[src/rtl/mlpwm_pkg.sv]
package mlpwm_pkg;

  typedef enum logic [1:0] {
    DISP_INPHASE = 2'd0,
    DISP_SPLIT   = 2'd1,
    DISP_ALT     = 2'd2,
    DISP_SPARE   = 2'd3
  } disp_e;

  typedef enum logic {
    SHAPE_TRI = 1'b0,
    SHAPE_U   = 1'b1
  } shape_e;

  typedef struct packed {
    shape_e shape;
    disp_e  disp;
  } modeCfg_t;

  localparam int NUM_BANDS = 4;

  // Bridge nibble {lowB, highB, lowA, highA}
  localparam logic [3:0] BR_POS  = 4'h9;
  localparam logic [3:0] BR_NEG  = 4'h6;
  localparam logic [3:0] BR_ZERO = 4'hA;

  // Curved hump value for U table entry idx of entries, scaled to peak
  function automatic int humpVal(int idx, int entries, int peak);
    int a;
    int d;
    int q;
    a = 2 * idx + 1;
    d = 2 * entries;
    q = a * (d - a);
    return (16 * q * peak) / (5 * d * d - 4 * q);
  endfunction

  function automatic logic bandInverted(disp_e disp, int band);
    case (disp)
      DISP_SPLIT: return band < 2;
      DISP_ALT:   return (band % 2) == 1;
      default:    return 1'b0;
    endcase
  endfunction

endpackage

[src/rtl/mlpwm_control.sv]
module mlpwm_control
  import mlpwm_pkg::*;
#(
  parameter int PH_W     = 8,
  parameter int PRESCALE = 156
) (
  input  logic            clk,
  input  logic            rst,
  input  modeCfg_t        modeReq,
  output logic [PH_W-1:0] phase,
  output modeCfg_t        activeMode,
  output logic            tick
);

  localparam logic [PH_W-1:0] PHASE_LAST = {PH_W{1'b1}};

  logic wrapStep;

  generate
    if (PRESCALE <= 1) begin : g_noDiv
      assign tick = 1'b1;
    end else begin : g_div
      localparam int DIV_W = $clog2(PRESCALE);
      localparam logic [DIV_W-1:0] DIV_LAST = DIV_W'(PRESCALE - 1);
      logic [DIV_W-1:0] divCnt;
      assign tick = (divCnt == DIV_LAST);
      always_ff @(posedge clk) begin
        if (rst) divCnt <= '0;
        else if (tick) divCnt <= '0;
        else divCnt <= divCnt + 1'b1;
      end
    end
  endgenerate

  assign wrapStep = tick && (phase == PHASE_LAST);

  always_ff @(posedge clk) begin
    if (rst) begin
      phase      <= '0;
      activeMode <= '{shape: SHAPE_TRI, disp: DISP_INPHASE};
    end else if (tick) begin
      phase <= phase + 1'b1;
      if (wrapStep) activeMode <= modeReq;
    end
  end

endmodule

[src/rtl/mlpwm_datapath.sv]
module mlpwm_datapath
  import mlpwm_pkg::*;
#(
  parameter int PH_W  = 8,
  parameter int LUT_W = 4
) (
  input  logic                clk,
  input  logic                rst,
  input  logic [PH_W-1:0]     phase,
  input  modeCfg_t            activeMode,
  input  logic signed [PH_W:0] refIn,
  output logic signed [2:0]   levelOut,
  output logic [7:0]          gateOut
);

  localparam int BAND_W = PH_W - 1;
  localparam int BAND   = 1 << BAND_W;
  localparam int LUT_N  = 1 << LUT_W;
  localparam int REF_W  = PH_W + 1;

  logic [BAND_W-1:0] triShape;
  logic [BAND_W-1:0] uShape;
  logic [BAND_W-1:0] baseShape;
  logic [BAND_W-1:0] uLut [LUT_N];
  logic [NUM_BANDS-1:0] above;
  logic [2:0] hits;
  logic signed [2:0] levelNext;
  logic [3:0] bridgeOne;
  logic [3:0] bridgeTwo;

  genvar gi;
  generate
    for (gi = 0; gi < LUT_N; gi++) begin : g_lut
      localparam int HUMP = humpVal(gi, LUT_N, BAND - 1);
      assign uLut[gi] = BAND_W'(BAND - 1 - HUMP);
    end
  endgenerate

  assign triShape  = phase[PH_W-1] ? ~phase[BAND_W-1:0] : phase[BAND_W-1:0];
  assign uShape    = uLut[phase[PH_W-1 -: LUT_W]];
  assign baseShape = (activeMode.shape == SHAPE_U) ? uShape : triShape;

  generate
    for (gi = 0; gi < NUM_BANDS; gi++) begin : g_band
      localparam logic signed [REF_W-1:0] OFS = REF_W'((gi - 2) * BAND);
      logic [BAND_W-1:0] bandShape;
      logic signed [REF_W-1:0] carrier;
      assign bandShape = bandInverted(activeMode.disp, gi) ? ~baseShape : baseShape;
      assign carrier   = OFS + $signed({{(REF_W-BAND_W){1'b0}}, bandShape});
      assign above[gi] = refIn > carrier;
    end
  endgenerate

  always_comb begin
    hits      = 3'($countones(above));
    levelNext = 3'($signed({1'b0, hits}) - 4'sd2);
    if (levelNext > 3'sd0) bridgeOne = BR_POS;
    else if (levelNext < 3'sd0) bridgeOne = BR_NEG;
    else bridgeOne = BR_ZERO;
    if (levelNext == 3'sd2) bridgeTwo = BR_POS;
    else if (levelNext == -3'sd2) bridgeTwo = BR_NEG;
    else bridgeTwo = BR_ZERO;
  end

  always_ff @(posedge clk) begin
    if (rst) begin
      levelOut <= '0;
      gateOut  <= {BR_ZERO, BR_ZERO};
    end else begin
      levelOut <= levelNext;
      gateOut  <= {bridgeTwo, bridgeOne};
    end
  end

endmodule

[src/rtl/mlpwm_top.sv]
module mlpwm_top
  import mlpwm_pkg::*;
#(
  parameter int PH_W     = 8,
  parameter int LUT_W    = 4,
  parameter int PRESCALE = 156
) (
  input  logic                 clk,
  input  logic                 rst,
  input  logic signed [PH_W:0] refIn,
  input  logic [2:0]           modeSel,
  output logic [7:0]           gateOut,
  output logic signed [2:0]    levelOut
);

  logic [PH_W-1:0] phase;
  modeCfg_t        activeMode;
  logic            tick;

  mlpwm_control #(.PH_W(PH_W), .PRESCALE(PRESCALE)) u_ctl (
    .clk        (clk),
    .rst        (rst),
    .modeReq    (modeCfg_t'(modeSel)),
    .phase      (phase),
    .activeMode (activeMode),
    .tick       (tick)
  );

  mlpwm_datapath #(.PH_W(PH_W), .LUT_W(LUT_W)) u_dp (
    .clk        (clk),
    .rst        (rst),
    .phase      (phase),
    .activeMode (activeMode),
    .refIn      (refIn),
    .levelOut   (levelOut),
    .gateOut    (gateOut)
  );

endmodule

[config.mk]
export PLATFORM = sky130hd
export DESIGN_NAME = mlpwm_top
export DESIGN_NICKNAME = d
export VERILOG_FILES = /design/src/rtl/mlpwm_pkg.sv /design/src/rtl/mlpwm_control.sv /design/src/rtl/mlpwm_datapath.sv /design/src/rtl/mlpwm_top.sv
export SDC_FILE = /design/constraint.sdc
export NUM_CORES = 1
export LEC_CHECK = 0
export ABC_AREA = 1
export BUFFER_PORTS_ARGS = -buffer_cell sky130_fd_sc_hd__buf_2
export CORE_UTILIZATION = 50
export DETAILED_ROUTE_END_ITERATION = 7
export PLACE_DENSITY = 0.74
export SLEW_MARGIN = 20
export SYNTH_ARGS = -nofsm -noshare
export SYNTH_HDL_FRONTEND = slang
export SYNTH_SLANG_ARGS = --single-unit
[constraint.sdc]
create_clock -name clk -period 3.2 [get_ports clk]
set_input_delay 0.48 -clock clk [delete_from_list [all_inputs] [get_ports clk]]
set_output_delay 0.48 -clock clk [all_outputs]
set_load 0.02 [all_outputs]
==> flow_metrics.py <==
metrics = {
    "critical_path": {
        "critPathLaunchType": "flip-flop",
        "worstPathMaxFanout": 6,
        "rrSetupSlack_ps": -430,
        "r2r_end": "u_dp.gateOut[1]",
        "worstSetupPathType": "reg2reg",
        "worstPathArrival_ps": 3780,
        "critPathRequiredTime_ps": 3350,
        "reg2reg_from": "u_ctl.phase[5]",
        "reg2reg_depth": 26,
        "cp-end-kind": "flip-flop",
    },
    "flow_run": {
        "max_cap_violations": 0,
    },
    "clocking": {
        "cts_hold_buf": 0,
        "cts-root-buf": "clkbuf_8",
        "cts_buffers": 5,
        "h-tree-depth": 2,
        "clock-sinks": 30,
        "tritoncts": "built",
        "cts_buffer_depth": 2,
        "clkLatencyLatePin_ps": 280,
        "clkTransAtPathRegs_ps": 60,
    },
    "cells_and_area": {
        "layout_commonest_cell": "nand2_1",
        "multi_input_area_um2": 2070,
        "layout_common_cells": "66 x nand2_1, 57 x buf_4, 47 x inv_1",
        "n_antenna_cell": 0,
        "seqCellArea_um2": 609,
        "final_nets": 516,
        "final_area_um2": 3750,
        "fill_cells": 353,
        "drive_above_1_share_pct": 36.7,
        "area_growth_pct": 43.4,
    },
    "global_route": {
        "grt_use_total_pct": 26.4,
        "gr-total-overflow": 0,
        "grt_pass1_wl_um": 11200,
        "antenna_found_initial": 0,
        "grt_pass1_vias": 2695,
        "grt_start_max_net_pins": 12,
    },
    "place": {
        "dpl_cell_area_um2": 3180,
        "numPortBuffers": 24,
        "gp_congestion": 0.868,
        "dpl.hpwl_um": 4970,
    },
    "sta": {
        "period_share_pct": 113,
        "grt_setup_unrepaired": "true",
        "fmax_mhz": 276,
        "hold_viol_final": 0,
        "finClkSkew_ps": 2.04,
        "layout_setup_ws_ps": -427,
        "setup_violations": 10,
        "min_period_ps": 3630,
        "worstMarginPinSlew_ps": 488,
        "drv_slew": 0,
        "tns_ps": -3630,
        "slew_headroom_pct": 67.2,
        "whs_ps": 428,
    },
    "yosys": {
        "ys_types": 35,
        "synth_top_cell_by_area": "dfxtp_1",
        "yosysSeqAreaShare_pct": 23.0,
        "synth_top_area_share_pct": 23.0,
        "syn_inst": 369,
        "netlist_top_cells_area": "dfxtp_1 23%, ha_1 21%, nand2_1 10%, xor2_1 8.4%, inv_1 8.0%",
        "ys_ff_latch": 30,
        "syn-num-nets": 426,
        "yosys_warnings": 0,
        "synth_area_um2": 2610,
        "syn_area_per_cell_um2": 7.08,
    },
    "floorplan": {
        "start_util_pct": 53.6,
        "rows": 25,
        "fp.dieH_um": 74.3,
        "pin_count": 25,
        "die_area_um2": 5520,
        "dieWidth_um": 74.3,
        "core_um2": 4880,
    },
    "outcome": {
        "failed_checks": "negative setup slack",
        "outcome": "finished, violations left",
    },
    "drt": {
        "ant_nets": 0,
        "totalWireLength_um": 7340,
        "avgViaCountPerCell": 5.21,
        "drc": 0,
        "wl_per_cell_um": 13.9,
        "drt_iter0_drc": 156,
        "drt_pre_antenna_iters": 4,
        "vias": 2746,
    },
    "min_path": {
        "hold_class": "in2reg",
        "hold_depth": 3,
        "min_to": "u_ctl.activeMode[2]",
        "holdCritStartpoint": "modeSel[2]",
    },
    "pwr": {
        "seqPwrFrac_pct": 40.3,
        "power.density_nw_per_um2": 263,
        "netSwitchingPower_uw": 275,
        "p_int_uw": 711,
        "p_comb_share_pct": 23.8,
        "clock_power_share_pct": 36.0,
        "ir_worst_vdd_uv": 494,
        "p_leak_nw": 1.76,
        "swShare_pct": 27.9,
    },
}
-- how the worst max path moves through the flow --
| stage | endpoint | slack, ps | start |
|---|---|---|---|
| after floorplan | u_dp.gateOut[7] | 3 | u_ctl.phase[4] |
| after global placement | u_dp.gateOut[7] | -260 | u_ctl.phase[5] |
| after detailed placement | u_dp.gateOut[5] | -460 | u_ctl.phase[5] |
| after CTS | u_dp.gateOut[5] | -410 | u_ctl.phase[5] |
| after global routing | u_dp.gateOut[1] | -580 | u_ctl.phase[5] |
| final | u_dp.gateOut[1] | -430 | u_ctl.phase[5] |
-- cell type report --
cell class,instances,share of cell area (%)
Multi-Input combinational cell,274,55.2
Inverter,60,6.61
Clock buffer,8,2.94
Timing Repair Buffer,88,16.7
Sequential cell,30,16.3
Tap cell,67,2.24
-- logic make-up after synthesis --
logic type,share of synthesized area (%)
buf+inv,9.72
xor+xnor,8.71
compound gates,10.9
simple gates,27.1
flops,23.0
fa+ha+maj,20.6
-- cell usage after synthesis --
library cell	instances
nor2_1	35
o2111ai_1	1
nor4_1	2
nand3b_1	1
a21o_1	1
xnor2_1	1
buf_1	1
nor3_2	2
ha_1	43
nand4_1	5
o21ai_1	2
a211oi_1	3
buf_4	2
o21bai_1	1
a21oi_2	2
nor3b_1	1
o21ai_2	3
nand3_2	4
nand3_1	21
a31oi_1	3
nor3_1	2
nor2_4	1
inv_1	56
inv_2	2
nor2_2	1
a21oi_1	20
o21ai_0	13
dfxtp_1	30
nand2_2	6
buf_2	2
nand2_1	73
or2_1	1
clkinv_1	2
nor4b_1	1
xor2_1	25
-- power groups by stage --
stage | registers (mW) | logic [mW] | clock network, mW
floorplan | 0.425 | 0.0781 | 0
global placement | 0.405 | 0.155 | 0
detailed placement | 0.405 | 0.160 | 0
CTS | 0.397 | 0.190 | 0.362
global route | 0.398 | 0.255 | 0.375
finish | 0.397 | 0.234 | 0.355
-- stage by stage --
stage                     std cells  setup WS (ps)  utilization [%]  power, mW
after detailed placement        503           -460             65.1      0.565
after CTS                       520           -407             71.3      0.949
after global placement          503           -265             65.1      0.560
final                           527           -427             76.8      0.986
after global routing            527           -576             76.8       1.03
after floorplan                 369           2.85                -      0.504
-- routing by layer --
metal / global-route usage [%] / vias up / routed length, um
met3: 3.93 / 29 / 306
met1: 31.6 / 1262 / 3110
met2: 45.7 / 81 / 3650
met5: 0 / - / 0
li1: - / 1374 / -
met4: 14.3 / 0 / 273
-- what timing repair did --
item	4_1_cts	5_1_grt
pin swaps	20	34
setup buffers	12	8
gates resized for setup	33	45
endpoints found under the setup margin	11	11
-- flip-flops by register name, indices dropped and copies added (netlist names) --
register and count:
u_dp.gateOut 8, u_ctl.g_div.divCnt 8, u_ctl.phase 8, u_ctl.activeMode 3, u_dp.levelOut 3
-- critical path: stages (launching register included) --
cell and delay [ps]:
dfxtp_4 440, inv_8 70, ha_4 160, o21ai_2 110
nand2_1 80, nand3_2 90, nand2_2 70, buf_6 130
xor2_1 130, ha_1 260, nand2_1 60, nor2_1 130
a211oi_2 50, o21ai_1 140, nand2_1 80, a31oi_2 230
nor2_1 80, inv_1 90, ha_4 130, inv_2 40
ha_4 260, inv_2 40, ha_4 270, inv_4 40
buf_4 130, a21oi_2 110, nand2_1 70
(Power assumes the default switching activity.)
